<file path="src/rtl/i2c_tgt_pkg.sv">
`timescale 1ns/1ps
package i2c_tgt_pkg;

    typedef enum logic [2:0] {
        ST_IDLE,
        ST_RX,
        ST_RACK,
        ST_TX,
        ST_TACK,
        ST_SKIP
    } tgt_state_e;

    typedef enum logic [1:0] {
        K_ADDR,
        K_PTR,
        K_DATA
    } byte_kind_e;

    typedef struct packed {
        logic scl_rise;
        logic scl_fall;
        logic start;
        logic stop;
        logic sda;
    } bus_evt_t;

    function automatic logic addr_hit(input logic [7:0] rx, input logic [7:0] dev);
        return ((rx ^ dev) & 8'hFE) == 8'h00;
    endfunction

    function automatic byte_kind_e kind_after(input byte_kind_e k);
        return (k == K_ADDR) ? K_PTR : K_DATA;
    endfunction

endpackage

</file>
<file path="src/rtl/i2c_tgt_sync.sv">
`timescale 1ns/1ps
module i2c_tgt_sync
    import i2c_tgt_pkg::*;
#(
    parameter int STAGES = 2
) (
    input  logic     clk,
    input  logic     rst,
    input  logic     scl_i,
    input  logic     sda_i,
    output bus_evt_t evt_o
);
    localparam int LINES = 2;

    logic [LINES-1:0] raw;
    logic [LINES-1:0] cur;
    logic [LINES-1:0] prv;

    assign raw = {scl_i, sda_i};

    for (genvar g = 0; g < LINES; g++) begin : g_line
        logic [STAGES:0] hist_q;
        always_ff @(posedge clk) begin
            if (rst) hist_q <= '1;
            else     hist_q <= {hist_q[STAGES-1:0], raw[g]};
        end
        assign cur[g] = hist_q[STAGES-1];
        assign prv[g] = hist_q[STAGES];
    end

    // index 1 = SCL, index 0 = SDA
    always_comb begin
        evt_o.scl_rise = cur[1] & ~prv[1];
        evt_o.scl_fall = ~cur[1] & prv[1];
        evt_o.start    = cur[1] & prv[1] & ~cur[0] & prv[0];
        evt_o.stop     = cur[1] & prv[1] & cur[0] & ~prv[0];
        evt_o.sda      = cur[0];
    end
endmodule

</file>
<file path="src/rtl/i2c_tgt_bank.sv">
`timescale 1ns/1ps
module i2c_tgt_bank #(
    parameter int NUM_REGS = 8,
    parameter int IDX_W    = $clog2(NUM_REGS),
    parameter int TAPS     = 4
) (
    input  logic                 clk,
    input  logic                 rst,
    input  logic                 bus_we,
    input  logic [IDX_W-1:0]     bus_idx,
    input  logic [7:0]           bus_data,
    input  logic                 loc_we,
    input  logic [IDX_W-1:0]     loc_idx,
    input  logic [7:0]           loc_data,
    input  logic [IDX_W-1:0]     rd_idx,
    output logic [7:0]           rd_data,
    output logic [TAPS-1:0][7:0] tap_o
);
    logic [NUM_REGS-1:0][7:0] mem_q;

    always_ff @(posedge clk) begin
        if (rst) begin
            mem_q <= '0;
        end else begin
            for (int i = 0; i < NUM_REGS; i++) begin
                if (bus_we && bus_idx == IDX_W'(i))
                    mem_q[i] <= bus_data;
                else if (loc_we && loc_idx == IDX_W'(i))
                    mem_q[i] <= loc_data;
            end
        end
    end

    assign rd_data = mem_q[rd_idx];

    for (genvar t = 0; t < TAPS; t++) begin : g_tap
        assign tap_o[t] = mem_q[t];
    end
endmodule

</file>
<file path="src/rtl/i2c_tgt_engine.sv">
`timescale 1ns/1ps
module i2c_tgt_engine
    import i2c_tgt_pkg::*;
#(
    parameter int IDX_W = 3
) (
    input  logic             clk,
    input  logic             rst,
    input  bus_evt_t         evt,
    input  logic [7:0]       dev_addr,
    input  logic [7:0]       rd_data,
    output logic [IDX_W-1:0] ptr_o,
    output logic             we_o,
    output logic [7:0]       wdata_o,
    output logic             sda_pd,
    output logic             sda_pu
);
    tgt_state_e       state_q;
    byte_kind_e       kind_q;
    logic [7:0]       shreg_q;
    logic [3:0]       bitcnt_q;
    logic             done_q;
    logic             rdmode_q;
    logic             mack_q;
    logic [IDX_W-1:0] ptr_q;

    logic byte_end;
    assign byte_end = (state_q == ST_RX) && evt.scl_fall && done_q;

    assign we_o    = byte_end && (kind_q == K_DATA);
    assign wdata_o = shreg_q;
    assign ptr_o   = ptr_q;

    always_ff @(posedge clk) begin
        if (rst) begin
            state_q  <= ST_IDLE;
            kind_q   <= K_ADDR;
            shreg_q  <= '0;
            bitcnt_q <= '0;
            done_q   <= 1'b0;
            rdmode_q <= 1'b0;
            mack_q   <= 1'b0;
            ptr_q    <= '0;
        end else if (evt.start) begin
            state_q  <= ST_RX;
            kind_q   <= K_ADDR;
            bitcnt_q <= '0;
            done_q   <= 1'b0;
            rdmode_q <= 1'b0;
        end else if (evt.stop) begin
            state_q <= ST_IDLE;
            done_q  <= 1'b0;
        end else begin
            unique case (state_q)
                ST_RX: begin
                    if (evt.scl_rise && !done_q) begin
                        shreg_q  <= {shreg_q[6:0], evt.sda};
                        bitcnt_q <= bitcnt_q + 4'd1;
                        if (bitcnt_q == 4'd7) done_q <= 1'b1;
                    end else if (byte_end) begin
                        done_q <= 1'b0;
                        unique case (kind_q)
                            K_ADDR: begin
                                if (addr_hit(shreg_q, dev_addr)) begin
                                    state_q  <= ST_RACK;
                                    rdmode_q <= shreg_q[0];
                                end else begin
                                    state_q <= ST_SKIP;
                                end
                            end
                            K_PTR: begin
                                ptr_q   <= shreg_q[IDX_W-1:0];
                                state_q <= ST_RACK;
                            end
                            default: begin
                                ptr_q   <= ptr_q + IDX_W'(1);
                                state_q <= ST_RACK;
                            end
                        endcase
                    end
                end
                ST_RACK: begin
                    if (evt.scl_fall) begin
                        bitcnt_q <= '0;
                        if (rdmode_q && kind_q == K_ADDR) begin
                            state_q <= ST_TX;
                            shreg_q <= rd_data;
                        end else begin
                            state_q <= ST_RX;
                            kind_q  <= kind_after(kind_q);
                        end
                    end
                end
                ST_TX: begin
                    if (evt.scl_rise) begin
                        bitcnt_q <= bitcnt_q + 4'd1;
                    end else if (evt.scl_fall) begin
                        if (bitcnt_q == 4'd8) begin
                            state_q <= ST_TACK;
                            ptr_q   <= ptr_q + IDX_W'(1);
                        end else begin
                            shreg_q <= {shreg_q[6:0], 1'b0};
                        end
                    end
                end
                ST_TACK: begin
                    if (evt.scl_rise) begin
                        mack_q <= ~evt.sda;
                    end else if (evt.scl_fall) begin
                        if (mack_q) begin
                            state_q  <= ST_TX;
                            shreg_q  <= rd_data;
                            bitcnt_q <= '0;
                        end else begin
                            state_q <= ST_SKIP;
                        end
                    end
                end
                default: ;
            endcase
        end
    end

    always_comb begin
        sda_pd = (state_q == ST_RACK) || (state_q == ST_TX && !shreg_q[7]);
        sda_pu = (state_q == ST_TX) && shreg_q[7];
    end
endmodule

</file>
<file path="src/rtl/i2c_regbank_target.sv">
`timescale 1ns/1ps
module i2c_regbank_target
    import i2c_tgt_pkg::*;
#(
    parameter int NUM_REGS    = 8,
    parameter int SYNC_STAGES = 2
) (
    input  logic                        clk,
    input  logic                        rst,
    input  logic                        scl_i,
    input  logic                        sda_i,
    output logic                        scl_pd_o,
    output logic                        sda_pd_o,
    output logic                        sda_pu_o,
    input  logic [7:0]                  dev_addr_i,
    input  logic [$clog2(NUM_REGS)-1:0] loc_idx_i,
    input  logic                        loc_we_i,
    input  logic [7:0]                  loc_data_i,
    output logic [7:0]                  reg0_o,
    output logic [7:0]                  reg1_o,
    output logic [7:0]                  reg2_o,
    output logic [7:0]                  reg3_o
);
    localparam int IDX_W = $clog2(NUM_REGS);
    localparam int TAPS  = 4;

    bus_evt_t             evt;
    logic [IDX_W-1:0]     ptr;
    logic                 bus_we;
    logic [7:0]           bus_wdata;
    logic [7:0]           rd_data;
    logic [TAPS-1:0][7:0] taps;

    i2c_tgt_sync #(.STAGES(SYNC_STAGES)) u_sync (
        .clk   (clk),
        .rst   (rst),
        .scl_i (scl_i),
        .sda_i (sda_i),
        .evt_o (evt)
    );

    i2c_tgt_engine #(.IDX_W(IDX_W)) u_engine (
        .clk      (clk),
        .rst      (rst),
        .evt      (evt),
        .dev_addr (dev_addr_i),
        .rd_data  (rd_data),
        .ptr_o    (ptr),
        .we_o     (bus_we),
        .wdata_o  (bus_wdata),
        .sda_pd   (sda_pd_o),
        .sda_pu   (sda_pu_o)
    );

    i2c_tgt_bank #(.NUM_REGS(NUM_REGS), .IDX_W(IDX_W), .TAPS(TAPS)) u_bank (
        .clk      (clk),
        .rst      (rst),
        .bus_we   (bus_we),
        .bus_idx  (ptr),
        .bus_data (bus_wdata),
        .loc_we   (loc_we_i),
        .loc_idx  (loc_idx_i),
        .loc_data (loc_data_i),
        .rd_idx   (ptr),
        .rd_data  (rd_data),
        .tap_o    (taps)
    );

    assign scl_pd_o = 1'b0;
    assign reg0_o   = taps[0];
    assign reg1_o   = taps[1];
    assign reg2_o   = taps[2];
    assign reg3_o   = taps[3];
endmodule

</file>
<file path="config.mk">
export PLATFORM = sky130hd
export DESIGN_NAME = i2c_regbank_target
export DESIGN_NICKNAME = d
export VERILOG_FILES = /design/src/rtl/i2c_tgt_pkg.sv /design/src/rtl/i2c_tgt_sync.sv /design/src/rtl/i2c_tgt_bank.sv /design/src/rtl/i2c_tgt_engine.sv /design/src/rtl/i2c_regbank_target.sv
export SDC_FILE = /design/constraint.sdc
export NUM_CORES = 1
export LEC_CHECK = 0
export BUFFER_PORTS_ARGS = -buffer_cell sky130_fd_sc_hd__buf_2
export CORE_UTILIZATION = 50
export DETAILED_ROUTE_END_ITERATION = 10
export PLACE_DENSITY = 0.71
export SLEW_MARGIN = 25
export SYNTH_ARGS = -nofsm -noshare
export SYNTH_HDL_FRONTEND = slang
export SYNTH_SLANG_ARGS = --single-unit
</file>
<file path="constraint.sdc">
create_clock -name clk -period 2.5 [get_ports clk]
set_clock_uncertainty 0.15 [all_clocks]
set_input_delay 0.25 -clock clk [delete_from_list [all_inputs] [get_ports clk]]
set_output_delay 0.25 -clock clk [all_outputs]
set_load 0.02 [all_outputs]
</file>
**Word-level counts from Yosys, hierarchy flattened**

Index checks and enable logic that the tools add are counted.
Widths: inputs -> output; s select.

- Add/sub/neg operators: 2
- Order comparisons: 1
- Eq/ne operators: 45
- Bitwise logic cells: 16
- Multiplexer cells: 61
- Reduce and logical (&&, ||, !) cells: 53

Operator list:

| operator | count |
|---|---|
| $mux 8 | 26 |
| $mux 3 | 16 |
| $pmux 8 s4 | 1 |
| $eq 3x3->1 const B | 9 |
| $reduce_and 9->1 | 3 |
| $bmux 8 s3 | 1 |
| $mux 4 | 6 |
| $logic_and 1x1->1 | 23 |
| $ne 4x3->1 const B | 5 |
| $reduce_bool 2->1 | 10 |
| $eq 3x2->1 const B | 6 |
| $ne 2x1->1 const B | 8 |
| $pmux 4 s4 | 1 |
| $ne 2x2->1 const B | 7 |
| $ne 4x4->1 const B | 3 |
| $pmux 3 s2 | 2 |
| $pmux 3 s4 | 1 |
| $reduce_and 12->1 | 1 |
| $eq 3x1->1 const B | 3 |
| $logic_not 8->1 | 1 |
| $not 1->1 | 8 |
| $reduce_and 4->1 | 2 |
| $reduce_and 8->1 | 1 |
| $xor 8x8->8 | 1 |
| other kinds (20) | 33 |

- Output and inout port bits: 35
- Register bits: 93
- Logic and storage cells: 197
- Input port bits: 24

**Longest topological paths before layout**

Gate-level depths: netlist of run 1.

- Depth in word-level cells: 9
- Gate-level depth with buffers: 9
- Mapped depth without buffers: 7

**Hierarchy**

From an unflattened synthesis of run 1, not the netlist that was laid out.

- Cell total of the unflattened synthesis: 631
- Area, all modules: 5476.5 µm²

Modules (own cells, without submodules):

| module | cells an instance | area each (µm²) | times used | seq. area each (µm²) |
|---|---|---|---|---|
| i2c_tgt_bank | 429 | 3807.4 | 1 | 1281.2 |
| i2c_tgt_engine | 183 | 1460.2 | 1 | 460.4 |
| i2c_tgt_sync | 17 | 197.7 | 1 | 120.1 |
| i2c_regbank_target | 2 | 11.3 | 1 | 0.0 |

**Least setup slack after synthesis of run 1**

OpenSTA, ideal clock, no wires.

- Kind: reg2reg
- Start point: reg u_engine.ptr_q[0], in the netlist u_engine.ptr_o[0]
- End point: reg u_bank.mem_q[37] in the netlist's numbering
- Clock period less this slack: 2.287 ns
- Required time: 2.264 ns
- Path buffers: 3
- Setup time: 0.086 ns
- Cell stages (with the launch flop): 10
- Path slack: 0.213 ns
- Arrival: 2.052 ns
- Cell sequence: dfxtp_1 -> buf_2 -> buf_1 -> inv_1 -> ha_1 -> nor2b_1 -> nand4_1 -> clkbuf_1 -> nor2_1 -> a211oi_1

- Longest elaborated chain between the ends: 3
- Elaborated cells on any way between the ends: 4
- Those cells by class: eq/ne (1); mux (1); reduce/logical (2)

RTL lines:

| what | RTL line | RTL |
|---|---|---|
| start, declared | i2c_tgt_engine.sv:25 | `logic [IDX_W-1:0] ptr_q;` |
| start signal, assigned | i2c_tgt_engine.sv:72 | `ptr_q <= shreg_q[IDX_W-1:0];` |
| start signal, assigned | i2c_tgt_engine.sv:76 | `ptr_q <= ptr_q + IDX_W'(1);` |
| start signal, assigned | i2c_tgt_engine.sv:100 | `ptr_q <= ptr_q + IDX_W'(1);` |
| $eq 3x3->1 * | i2c_tgt_bank.sv:26 | `if (bus_we && bus_idx == IDX_W'(i))` |
| $logic_and 1x1->1 * | i2c_tgt_bank.sv:26 |  |
| $mux 8 / $reduce_bool 2->1 (equally long branches) | - |  |
| end signal, assigned by index | i2c_tgt_bank.sv:27 | `mem_q[i] <= bus_data;` |
| end signal, assigned by index | i2c_tgt_bank.sv:29 | `mem_q[i] <= loc_data;` |
| end, declared | i2c_tgt_bank.sv:19 | `logic [NUM_REGS-1:0][7:0] mem_q;` |

Mark *: on every way between the ends. The rest lies on a longest branch, timed or not.
A chain may end at the register's enable or synchronous reset.

**Final worst setup path of run 1**

- Start point: reg u_sync.g_line[1].hist_q[2]
- End point: reg u_engine.bitcnt_q[2]

- Longest elaborated chain between the ends: 5
- Elaborated cells on any way between the ends: 17
- Those cells by class: eq/ne (5); bitwise (9); reduce/logical (3)

RTL lines:

| what | RTL line | RTL |
|---|---|---|
| start, declared | i2c_tgt_sync.sv:22 | `logic [STAGES:0] hist_q;` |
| start signal, assigned | i2c_tgt_sync.sv:25 | `else hist_q <= {hist_q[STAGES-1:0], raw[g]};` |
| $and 1x1->1 / $not 1->1 (equally long branches) | i2c_tgt_sync.sv:35, i2c_tgt_sync.sv:36, i2c_tgt_sync.sv:33 |  |
| $and 1x1->1, on equally long branches | i2c_tgt_sync.sv:36, i2c_tgt_sync.sv:33 |  |
| $and 1x1->1 / $logic_and 1x1->1 (equally long branches) | i2c_tgt_sync.sv:36, i2c_tgt_engine.sv:56 |  |
| $not 1->1 (no source line) / $ne 2x2->1 (equally long branches) | - |  |
| $reduce_and 8->1 (no source line) | - |  |
| end signal, assigned | i2c_tgt_engine.sv:58 | `bitcnt_q <= bitcnt_q + 4'd1;` |
| end signal, assigned | i2c_tgt_engine.sv:96 | `bitcnt_q <= bitcnt_q + 4'd1;` |
| end, declared | i2c_tgt_engine.sv:21 | `logic [3:0] bitcnt_q;` |

Several ways; a longest one is shown, not always the timed one.

==> summary.md, run 1 <==
| Metric | Value |
|---|---|
| Post-DRT Antenna Nets | 0 |
| Max-cap violations | 0 |
| Worst rel slew slack | 0.529 |
| Outcome | completed |
| Syn avg cell area | 8.86 um2 |
| Final Hold Viols | 0 |
| Final Instance Area | a little under 6000 um2 |
| Cell Area, Synth | 5430 um2 |
| Int Pwr | 2.54 mW |
| Clock transition at path regs | around 0.1 ns |
| Area Overhead vs Synth | 8.55% |
| Path length in cells of the critical path | 5 |
| Post-synth ARST share | 0 |
| Worst slack, placed | 0.326 ns |
| Worst Reg-to-Reg Cells | 5 |
| Hold WC Path Type | input pin to flip-flop |
| Kind of critical path | flip-flop to flip-flop |
| Power Density | 649 nW/um2 |
| Crit path capture type | flip-flop |
| Fmax | roughly 0.45 GHz |
| Clk Latency, worst-skew pair | around 0.36 ns |
| Core Box Area | 10400 um2 |
| R2R Setup Slk | about 0.29 ns |
| Antenna diodes | 0 |
| Slew Viols, Final | 0 |
| Synthesized flop and latch total | 93 |
| Critical Path, Cell by Cell | or3b_1 > o32a_1 > a22oi_1 > o21ai_0 > a32o_1 |
| CP delay by family, top | compound AO/OA/AOI/OAI gates |
| Nets | ~660 |
| Post-route setup TNS | 0 ns |
| Largest stage delay on the critical path | 0.44 ns |
| Post-synthesis sequential area ratio | 0.343 |
| Post-synth net total | ~650 |
| Worst path slowest cell | or3b_1 |
| DIE AREA | around 11000 um2 |
| Least-Margin Pin Slew | between 0.7 and 0.8 ns |
| Number of CTS-inserted buffers | 9 |
| Leak Pwr | between 2 and 3 nW |
| Nature of the critical path startpoint | flip-flop |
| Clock tree sinks | slightly above 90 |
| Commonest register cell after synthesis | dfxtp_1 |
| DR vias | roughly 4.7k |
| P_sw | 1.29 mW |
| Number of distinct library cells after synthesis | 57 |
| PortBufs | between 50 and 60 |
| Initial antenna violation count | 0 |
| Post-Syn Instances | 613 |
| Maximum VDD drop | 355 uV |
| Worst EP required | between 2 and 3 ns |
| Share of cells above drive strength 1 | 0.200 |
| Logic gate share of total power | 0.265 |
| Tcrit/Tclk final | 0.885 |
| DR iter-0 viols | 333 |
| Critical path startpoint | u_sync.g_line[1].hist_q[2] |
| Reg-to-Reg Start | u_sync.g_line[1].hist_q[2] |
| Total track usage | 0.261 |
| Sequential share of power | 0.437 |
| Root Driver | clkbuf_8 |
| Critical path peak fanout | 7 |
| DP Area | about 5600 um2 |
| Fin crit period | around 2.2 ns |
| Largest net degree at the start of global routing | 83 |
| CP Buf/Inv Count | 0 |
| Fillers | 962 |
| Clock tree buffer depth | 2 |
| Die Height | 106 um |
| Initial Utilization | 0.521 |
| Placement Rows | 37 |
| Hold Slack | 0.152 ns |
| First-pass GRT wire length | roughly 23000 um |
| R2R Path End | u_engine.bitcnt_q[2] |
| Sw Ratio | 0.337 |
| Number of global-route vias before repair | around 4.4k |
| I/O pin count | between 50 and 60 |
| Yosys warns | 0 |
| CP endpoint | u_engine.bitcnt_q[2] |
| Final setup viols | 0 |
| Worst Path Arrival | between 2 and 2.5 ns |
| Placed wire-length estimate | roughly 10000 um |
| RSZ-0062 raised after global routing | no |
| DR WL/cell | 18.8 um |
| Clock power frac | 0.298 |
| Final WL | between 10000 and 15000 um |
| CTS H-Tree Depth | 3 |
| DR pass1 iterations | 4 |
| Via-to-Cell Ratio | a little over 6 |
| Post-synth EDFFs | 0 |
| Core Util, Final | 0.566 |
| PnR worst setup slack | about 0.29 ns |
| Die width | around 110 um |
| TritonCTS clock tree | yes |
| Placer Congestion | 0.856 |
| DRC viols | 0 |
| Congestion Overflow GR | 0 |
==> cell families after synthesis <==
family,Yosys count,share of synthesized area
buffers and inverters,91,0.0901
xor gates and xnor gates,8,0.0129
AOI/OAI and AO/OA,132,0.185
and+or+nand+nor,183,0.166
DFF,93,0.343
muxes,97,0.184
other,1,0.000691
adders and majority gates,8,0.0184
==> metal layers <==
layer | vias up | wire length, um | global-route usage
li1 | 2219 | - | -
met1 | 2294 | 6150 | 0.343
met2 | 173 | 7140 | 0.438
met3 | 24 | 872 | 0.0362
met4 | 0 | 267 | 0.0913
met5 | - | 0 | 0
==> cell type report <==
| class | instances | area (um2) | share of cell area |
|---|---|---|---|
| Timing Repair Buffer | 88 | 541 | 0.0917 |
| Sequential cell | 93 | 1860 | 0.316 |
| Multi-Input combinational cell | 429 | 3080 | 0.522 |
| Clock buffer | 10 | 128 | 0.0217 |
| Clock inverter | 6 | 95.1 | 0.0161 |
| Inverter | 5 | 18.8 | 0.00318 |
| Tap cell | 136 | 170 | 0.0289 |
==> power by group through the flow <==
stage | sequential (mW) | clock, mW | combinational [mW]
final | 1.67 | 1.14 | 1.01
after global routing | 1.69 | 1.22 | 1.10
after CTS | 1.67 | 1.15 | 1.00
after detailed placement | 1.70 | 0 | 0.997
after global placement | 1.70 | 0 | 0.981
after floorplan | 1.65 | 0 | 0.762
==> cells in the final DEF (no fill, tap or decap), drive strengths merged, types with 2 or more instances in the layout <==
cell type and count:
a21o 4, xor2 7, nand3b 3, nand2 23, mux4 2, nor3 4
nor2 93, inv 7, clkbuf 10, dfxtp 93, and2 5, nand2b 4
nand3 10, a311oi 8, or2 10, a22oi 16, bufinv 2, nand4b 6
dlygate4sd3 3, nand4 6, nor2b 7, mux2i 93, a21oi 10, clkinv 2
nor4b 2, o21bai 3, a31oi 4, buf 85, o21ai 3, mux2 2
ha 8, nor3b 4, o32a 2, a211oi 74, or3b 2, a32o 2
==> metrics by stage <==
step,std cells,power (mW)
4_1_cts,767,3.83
2_1_floorplan,613,2.42
3_3_place_gp,748,2.68
5_1_grt,767,4.00
3_5_place_dp,748,2.70
6_report,767,3.83
==> flip-flops by register name, summed over array words and instances, names as in the netlist <==
register	cells
u_sync.g_line.hist_q	6
u_engine.kind_q	2
u_engine.state_q	3
u_engine.mack_q	1
u_engine.done_q	1
u_engine.bitcnt_q	4
u_bank.tap_o	32
u_engine.ptr_o	3
u_bank.mem_q	32
u_engine.wdata_o	8
u_engine.rdmode_q	1
==> worst register-to-register path, cell delays in order, from the launching register on <==
cell and delay (ns):
dfxtp_1 0.43, or3b_1 0.44, o32a_1 0.26, a22oi_1 0.41, o21ai_0 0.15, a32o_1 0.27
==> Yosys cell counts (4+ instances only) <==
library cell / count / area share
ha_1: 8 / 0.018
a311oi_1: 7 / 0.011
or2_2: 10 / 0.012
a21oi_1: 10 / 0.0092
a21o_1: 4 / 0.0055
buf_2: 13 / 0.012
dfxtp_1: 93 / 0.34
nand4_1: 6 / 0.0069
xor2_1: 7 / 0.011
nor2b_1: 7 / 0.0081
nand2_1: 23 / 0.016
nor2_1: 92 / 0.064
nand3_1: 10 / 0.0092
a211oi_1: 72 / 0.10
mux2i_1: 93 / 0.17
a22oi_1: 16 / 0.022
and2_1: 4 / 0.0046
buf_1: 14 / 0.0097
a31oi_1: 4 / 0.0046
nand4b_1: 6 / 0.0097
clkbuf_1: 25 / 0.017
buf_4: 33 / 0.046
nand2b_1: 4 / 0.0046
inv_1: 5 / 0.0035
==> how the worst min path moves through the flow <==
| stage | startpoint | to | slack, ns | cells after the start |
|---|---|---|---|---|
| 3_3_place_gp | u_sync.g_line[1].hist_q[0] | u_sync.g_line[1].hist_q[1] | 0.25 | 1 |
| 3_5_place_dp | u_sync.g_line[0].hist_q[0] | u_sync.g_line[0].hist_q[1] | 0.25 | 1 |
| 4_1_cts | loc_data_i[1] | u_bank.mem_q[57] | 0.14 | 3 |
| 5_1_grt | loc_data_i[4] | u_bank.mem_q[44] | 0.13 | 3 |
| 6_report | loc_data_i[1] | u_bank.mem_q[57] | 0.15 | 3 |
| 2_1_floorplan | sda_i | u_sync.g_line[0].hist_q[0] | 0.20 | 1 |
==> timing repair <==
item                                    in CTS  in global routing
resized for setup                            0                  0
setup buffers                                0                  0
endpoints found under the setup margin       0                  0
hold endpoints to repair                     3                  0
hold buffers                                 3                  0
Power figures use the tool's default switching activity.
==> run 2, diff against run 1 <==
--- a/config.mk
+++ b/config.mk
@@ -9,7 +9,9 @@
 export CORE_UTILIZATION = 50
 export DETAILED_ROUTE_END_ITERATION = 10
 export PLACE_DENSITY = 0.71
-export SLEW_MARGIN = 25
+export SKIP_CTS_REPAIR_TIMING = 1
+export SLEW_MARGIN = 20
 export SYNTH_ARGS = -nofsm -noshare
 export SYNTH_HDL_FRONTEND = slang
+export SYNTH_HIERARCHICAL = 1
 export SYNTH_SLANG_ARGS = --single-unit
==> summary.md, run 2 <==
| Metric | Value |
|---|---|
| Outcome | completed |
| Critical Path, Cell by Cell | or3b_4 > or2_4 > nor3b_2 > or4b_4 > nor2_1 > a311oi_2 |
| Die width | 107 um (+0.41%) |
| RSZ-0062 raised after global routing | no |
| Post-synthesis cell type with the largest combined area | dfxtp_1 |
| Share of cells above drive strength 1 | 0.237 (+0.0373) |
| CP delay by family, top | simple AND/OR/NAND/NOR gates |
| Max-cap violations | 0 (unchanged) |
| Maximum VDD drop | 231 uV (-35%) |
| Worst Path Arrival | 2.49 ns (+0.16 ns) |
| Met1 usage | 0.362 (+0.0188) |
| Final setup viols | 0 (unchanged) |
| Fin crit period | 2.41 ns (+0.195 ns) |
| CTS H-Tree Depth | 3 (unchanged) |
| Nature of the critical path startpoint | flip-flop |
| Power Density | 508 nW/um2 (-22%) |
| CP Buf/Inv Count | 0 (unchanged) |
| Clock transition at path regs | 0.10 ns (about the same) |
| Placer Congestion | 0.868 (+1.5%) |
| Grt peak-use layer | met2 |
| Post-synth net total | 658 (+2.0%) |
| Critical path peak fanout | 16 (+9) |
| Worst EP required | 2.58 ns (-0.03 ns) |
| DR iter-0 viols | 444 (+33%) |
| Clk Latency, worst-skew pair | 0.37 ns (about the same) |
| Post-synthesis sequential area ratio | 0.340 (-0.00290) |
| DRC viols | 0 (unchanged) |
| Most numerous cell in the Yosys netlist | nand2_1 |
| TritonCTS clock tree | yes |
| Slew Viols, Final | 0 (unchanged) |
| Synth top area share | 0.340 (-0.00290) |
| Root Driver | clkbuf_8 |
| Syn avg cell area | 8.68 um2 (-2.0%) |
| Post-DRT Antenna Nets | 0 (unchanged) |
| Largest stage delay on the critical path | 0.66 ns (+0.22 ns) |
| Number of distinct library cells after synthesis | 69 (+21%) |
| Die Height | 107 um (+0.41%) |
| Antenna diodes | 0 (unchanged) |
| I/O pin count | 59 (unchanged) |
| Congestion Overflow GR | 0 (unchanged) |
| First-pass GRT wire length | 23300 um (+1.2%) |
| Clock tree buffer depth | 2 (unchanged) |
| Largest net degree at the start of global routing | 75 (-9.6%) |
| Most frequent cells in the layout | 100 x nand2_1, 92 x dfxtp_1, 80 x nor2_1 |
| PortBufs | 56 (unchanged) |
| Leak Pwr | 2.18 nW (-13%) |
| DR pass1 iterations | 5 (+1) |
| Worst path slowest cell | or4b_4 |
| Core Util, Final | 0.558 (-0.00789) |
| Initial Utilization | 0.523 (+0.00212) |
| Post-synth EDFFs | 0 (unchanged) |
| Yosys warns | 6 (+6) |
| Synthesized flop and latch total | 93 (unchanged) |
| Hold Slack | 0.0644 ns (-0.0881 ns) |
| Fmax | 0.415 GHz (-8.1%) |
| Fillers | 947 (-1.6%) |
| Final Instance Area | 5840 um2 (-0.96%) |
| Synth top area cells | dfxtp_1 34%, nand2_1 6.9%, mux4_2 6.6% |
| Cell Area, Synth | 5480 um2 (+0.85%) |
| Most common cell after layout, fill and taps aside | nand2_1 |
| Commonest register cell after synthesis | dfxtp_1 |
| DP Area | 5610 um2 (-0.64%) |
| Placement Rows | 37 (unchanged) |
| Tcrit/Tclk final | 0.963 (+0.0779) |
| Placed cell count | 752 (+0.53%) |
| Synth top cells by count | 100 x nand2_1, 93 x dfxtp_1, 83 x nor2_1, 41 x buf_4, 40 x a311oi_1 |
| Via-to-Cell Ratio | 6.17 (+0.52%) |
| Least-Margin Pin Slew | 0.845 ns (+0.142 ns) |
| Nets | 656 (-0.30%) |
| Final Hold Viols | 0 (unchanged) |
| Post-route setup TNS | 0 ns (unchanged) |
| Core Box Area | 10500 um2 (+0.44%) |
| Number of global-route vias before repair | 4455 (+0.22%) |
| Reg area | 1860 um2 (unchanged) |
| DIE AREA | 11400 um2 (+0.83%) |
| Kind of critical path | flip-flop to flip-flop |
| GR Layer Usage met2 | 0.406 (-0.0314) |
| Crit path capture type | flip-flop |
| Multi-input logic area | 3050 um2 (-0.85%) |
| Initial antenna violation count | 0 (unchanged) |
| DR vias | 4747 (+0.79%) |
| Number of CTS-inserted buffers | 9 (unchanged) |
| Met3 Usage GRT | 0.0505 (+0.0143) |
| Placed wire-length estimate | 10000 um (-0.34%) |
| Clock tree sinks | 93 (unchanged) |
| Final WL | 14800 um (+2.4%) |
| DR WL/cell | 19.2 um (+2.1%) |
| Total track usage | 0.266 (+0.00410) |
| Post-Syn Instances | 631 (+2.9%) |
| Hold WC Path Type | input pin to flip-flop |
| Worst rel slew slack | 0.437 (-0.0923) |
| Non-Filler Instances | 769 (+0.26%) |
| Area Overhead vs Synth | 6.60% |
| Post-synth ARST share | 0 (unchanged) |
## run 2: final timing paths
kind                         startpoint                    endpoint  slack (ns)  cells past startpoint
max                 u_engine/state_q[0]             u_bank/tap_o[3]        0.09                      6
min                                 rst           u_engine/ptr_o[2]        0.06                      2
max reg2reg         u_engine/state_q[0]             u_bank/tap_o[3]        0.09                      6
min reg2reg  u_sync/g_line[1].hist_q[0]  u_sync/g_line[1].hist_q[1]        0.26                      1
## run 2: per-stage QoR
stage,total power [mW],worst slack [ns]
floorplan,1.80,-0.000618
global placement,1.87,0.148
detailed placement,1.88,0.0989
CTS,2.97,0.0847
global route,3.07,0.00797
finish,2.97,0.0927
## run 2: cell type report
type / count / area share
Multi-Input combinational cell: 433 / 0.523
Sequential cell: 93 / 0.319
Timing Repair Buffer: 85 / 0.0883
Tap cell: 136 / 0.0291
Clock buffer: 9 / 0.0212
Clock inverter: 6 / 0.0148
Inverter: 7 / 0.00450
## run 2: routing by layer
metal,vias up,share of wire,routed length (um)
li1,2223,-,-
met1,2285,0.45,6600
met2,212,0.46,6730
met3,27,0.077,1150
met4,0,0.020,299
met5,-,0,0
## run 2: logic make-up after synthesis
group,count (synthesis),share of synthesized area
and+or+nand+nor,256,0.228
AOI/OAI and AO/OA,115,0.175
buffers and inverters,105,0.107
DFF,93,0.340
muxes,50,0.130
xor gates and xnor gates,8,0.0128
adders and majority gates,3,0.00685
other,1,0.000685
## run 2: worst reg2reg max path: stages (launching register included)
cell	delay, ns
dfxtp_2	0.33
or3b_4	0.40
or2_4	0.27
nor3b_2	0.21
or4b_4	0.66
nor2_1	0.19
a311oi_2	0.06
## run 2: power breakdown
part           total, mW  switching, mW  internal (mW)
combinational      0.306          0.193          0.114
sequential          1.55         0.0323           1.52
clock               1.11          0.552          0.558
total               2.97          0.777           2.19
==> run 3, diff against run 2 <==
--- a/config.mk
+++ b/config.mk
@@ -9,6 +9,7 @@
 export CORE_UTILIZATION = 50
 export DETAILED_ROUTE_END_ITERATION = 10
 export PLACE_DENSITY = 0.71
+export SETUP_SLACK_MARGIN = 0.2
 export SKIP_CTS_REPAIR_TIMING = 1
 export SLEW_MARGIN = 20
 export SYNTH_ARGS = -nofsm -noshare
==> summary.md, run 3 (synthesis results as in run 2) <==
| Metric | Value |
|---|---|
| Worst slack, placed | 0.0989 ns (unchanged) |
| DR vias | 4779 (+0.67%) |
| Clock tree sinks | 93 (unchanged) |
| Via-to-Cell Ratio | 6.19 (+0.28%) |
| Worst Reg-to-Reg Cells | 5 (-1) |
| Placed cell count | 752 (unchanged) |
| Crit path capture type | flip-flop |
| Clock power frac | 0.374 (about the same) |
| Logic gate share of total power | 0.105 (+0.002) |
| Post-route setup TNS | 0 ns (unchanged) |
| Die Height | 107 um (unchanged) |
| Final Hold Viols | 0 (unchanged) |
| CTS H-Tree Depth | 3 (unchanged) |
| Fmax | 0.414 GHz (-0.23%) |
| Max-cap violations | 0 (unchanged) |
| Final setup viols | 0 (unchanged) |
| Post-DRT Antenna Nets | 0 (unchanged) |
| Placed wire-length estimate | 10000 um (unchanged) |
| Number of CTS-inserted buffers | 9 (unchanged) |
| Worst rel slew slack | 0.441 (+0.00401) |
| P_sw | 0.787 mW (+1.3%) |
| Die width | 107 um (unchanged) |
| DIE AREA | 11400 um2 (unchanged) |
| Number of global-route vias before repair | 4455 (unchanged) |
| Total track usage | 0.266 (unchanged) |
| Clk Latency, worst-skew pair | 0.38 ns (about the same) |
| Placer Congestion | 0.868 (unchanged) |
| Worst EP required | 2.65 ns (+0.07 ns) |
| Maximum VDD drop | 230 uV (-0.23%) |
| Kind of critical path | flip-flop to flip-flop |
| Critical path peak fanout | 8 (-8) |
| DR WL/cell | 19.5 um (+1.4%) |
| RSZ-0062 raised after global routing | yes |
| DR iter-0 viols | 463 (+4.3%) |
| Clock transition at path regs | 0.10 ns (about the same) |
| Hold Slack | 0.0654 ns (+0.000986 ns) |
| Final WL | 15000 um (+1.7%) |
| Multi-input logic area | 3130 um2 (+2.5%) |
| Nets | 659 (+0.46%) |
| Worst hold stages | 2 (unchanged) |
| Min-delay src | rst |
| PnR worst setup slack | 0.0872 ns (-0.00552 ns) |
| Power Density | 502 nW/um2 (-1.3%) |
| Hold WC Path Type | input pin to flip-flop |
| Slew Viols, Final | 0 (unchanged) |
| Most frequent cells in the layout | 100 x nand2_1, 91 x dfxtp_1, 75 x nor2_1 |
| Core Util, Final | 0.568 (+0.00981) |
| Worst Path Arrival | 2.56 ns (+0.07 ns) |
| Fillers | 941 (-0.63%) |
| Root Driver | clkbuf_8 |
| Sw Ratio | 0.264 (+0.00215) |
| Reg area | 1860 um2 (about the same) |
| PortBufs | 56 (unchanged) |
| R2R Path End | u_bank/tap_o[1] |
| Congestion Overflow GR | 0 (unchanged) |
| Clock tree buffer depth | 2 (unchanged) |
| I/O pin count | 59 (unchanged) |
| TritonCTS clock tree | yes |
| R2R Setup Slk | 0.09 ns (about the same) |
| Tcrit/Tclk final | 0.965 (+0.00221) |
| Outcome | completed |
| WHS Endpoint | u_engine/ptr_o[0] |
| Initial antenna violation count | 0 (unchanged) |
| Core Box Area | 10500 um2 (unchanged) |
| Share of cells above drive strength 1 | 0.255 (+0.0178) |
| Reg-to-Reg Start | u_engine/state_q[2] |
| Nature of the critical path startpoint | flip-flop |
| Area Overhead vs Synth | 8.48% |
| DRC viols | 0 (unchanged) |
| Sequential share of power | 0.520 (-0.003) |
| Most common cell after layout, fill and taps aside | nand2_1 |
| DR pass1 iterations | 5 (unchanged) |
| Initial Utilization | 0.523 (unchanged) |
| Leak Pwr | 2.20 nW (+1.0%) |
| Least-Margin Pin Slew | 0.839 ns (-0.00602 ns) |
| Non-Filler Instances | 772 (+0.39%) |
| Placement Rows | 37 (unchanged) |
| Antenna diodes | 0 (unchanged) |
| Fin crit period | 2.41 ns (+0.00552 ns) |
| Int Pwr | 2.19 mW (+0.15%) |
| Largest net degree at the start of global routing | 75 (unchanged) |
| First-pass GRT wire length | 23300 um (unchanged) |
## run 3: cell types whose count changed in the layout (fill, tap and decap cells not counted), moves of 2 or more
cell,before,now
buf_6,0,3
nor2_1,80,75
nor2_2,1,3
nor2_4,2,5
## run 3: final cells by class
| class | instances | area share |
|---|---|---|
| multi-input cells | 434 | 0.527 |
| well taps | 136 | 0.0286 |
| repair buffers | 87 | 0.0912 |
| inverters | 7 | 0.00442 |
| clock inverters | 6 | 0.0145 |
| clock buffers | 9 | 0.0209 |
| flip-flops and latches | 93 | 0.314 |
## run 3: worst max-delay path by stage
stage	cells after the start	start	end	slack, ns
5_1_grt	5	u_engine/state_q[2]	u_bank/tap_o[1]	0.04
4_1_cts	6	u_engine/state_q[0]	u_bank/tap_o[2]	0.08
6_report	5	u_engine/state_q[2]	u_bank/tap_o[1]	0.09
3_3_place_gp	6	u_engine/state_q[2]	u_bank/tap_o[0]	0.15
3_5_place_dp	6	u_engine/state_q[2]	u_bank/tap_o[2]	0.1
2_1_floorplan	9	u_engine/state_q[0]	u_bank/tap_o[0]	-0.0006
## run 3: power groups by stage
stage	combinational [mW]	sequential, mW	clock [mW]
2_1_floorplan	0.226	1.57	0
3_3_place_gp	0.291	1.58	0
3_5_place_dp	0.298	1.59	0
4_1_cts	0.299	1.55	1.12
5_1_grt	0.339	1.56	1.18
6_report	0.314	1.55	1.12
## run 3: critical path, stage by stage, from the launching register on
cell	delay (ns)
dfxtp_2	0.33
or3b_4	0.41
or2_4	0.26
nor3b_4	0.28
or4b_4	0.62
a311oi_2	0.29
## run 3: metal layers
layer / wire length, um / vias to the layer above / GRT usage
met5: 0 / - / 0
met2: 6810 / 214 / 0.406
met3: 1270 / 29 / 0.0505
li1: - / 2231 / -
met4: 349 / 0 / 0.121
met1: 6610 / 2305 / 0.362
## run 3: stage by stage
step                      area [um2]  total power [mW]
after floorplan                 5520              1.80
after global placement          5610              1.87
final                           5940              2.98
after global routing            5940              3.07
after detailed placement        5610              1.88
after CTS                       5820              2.97
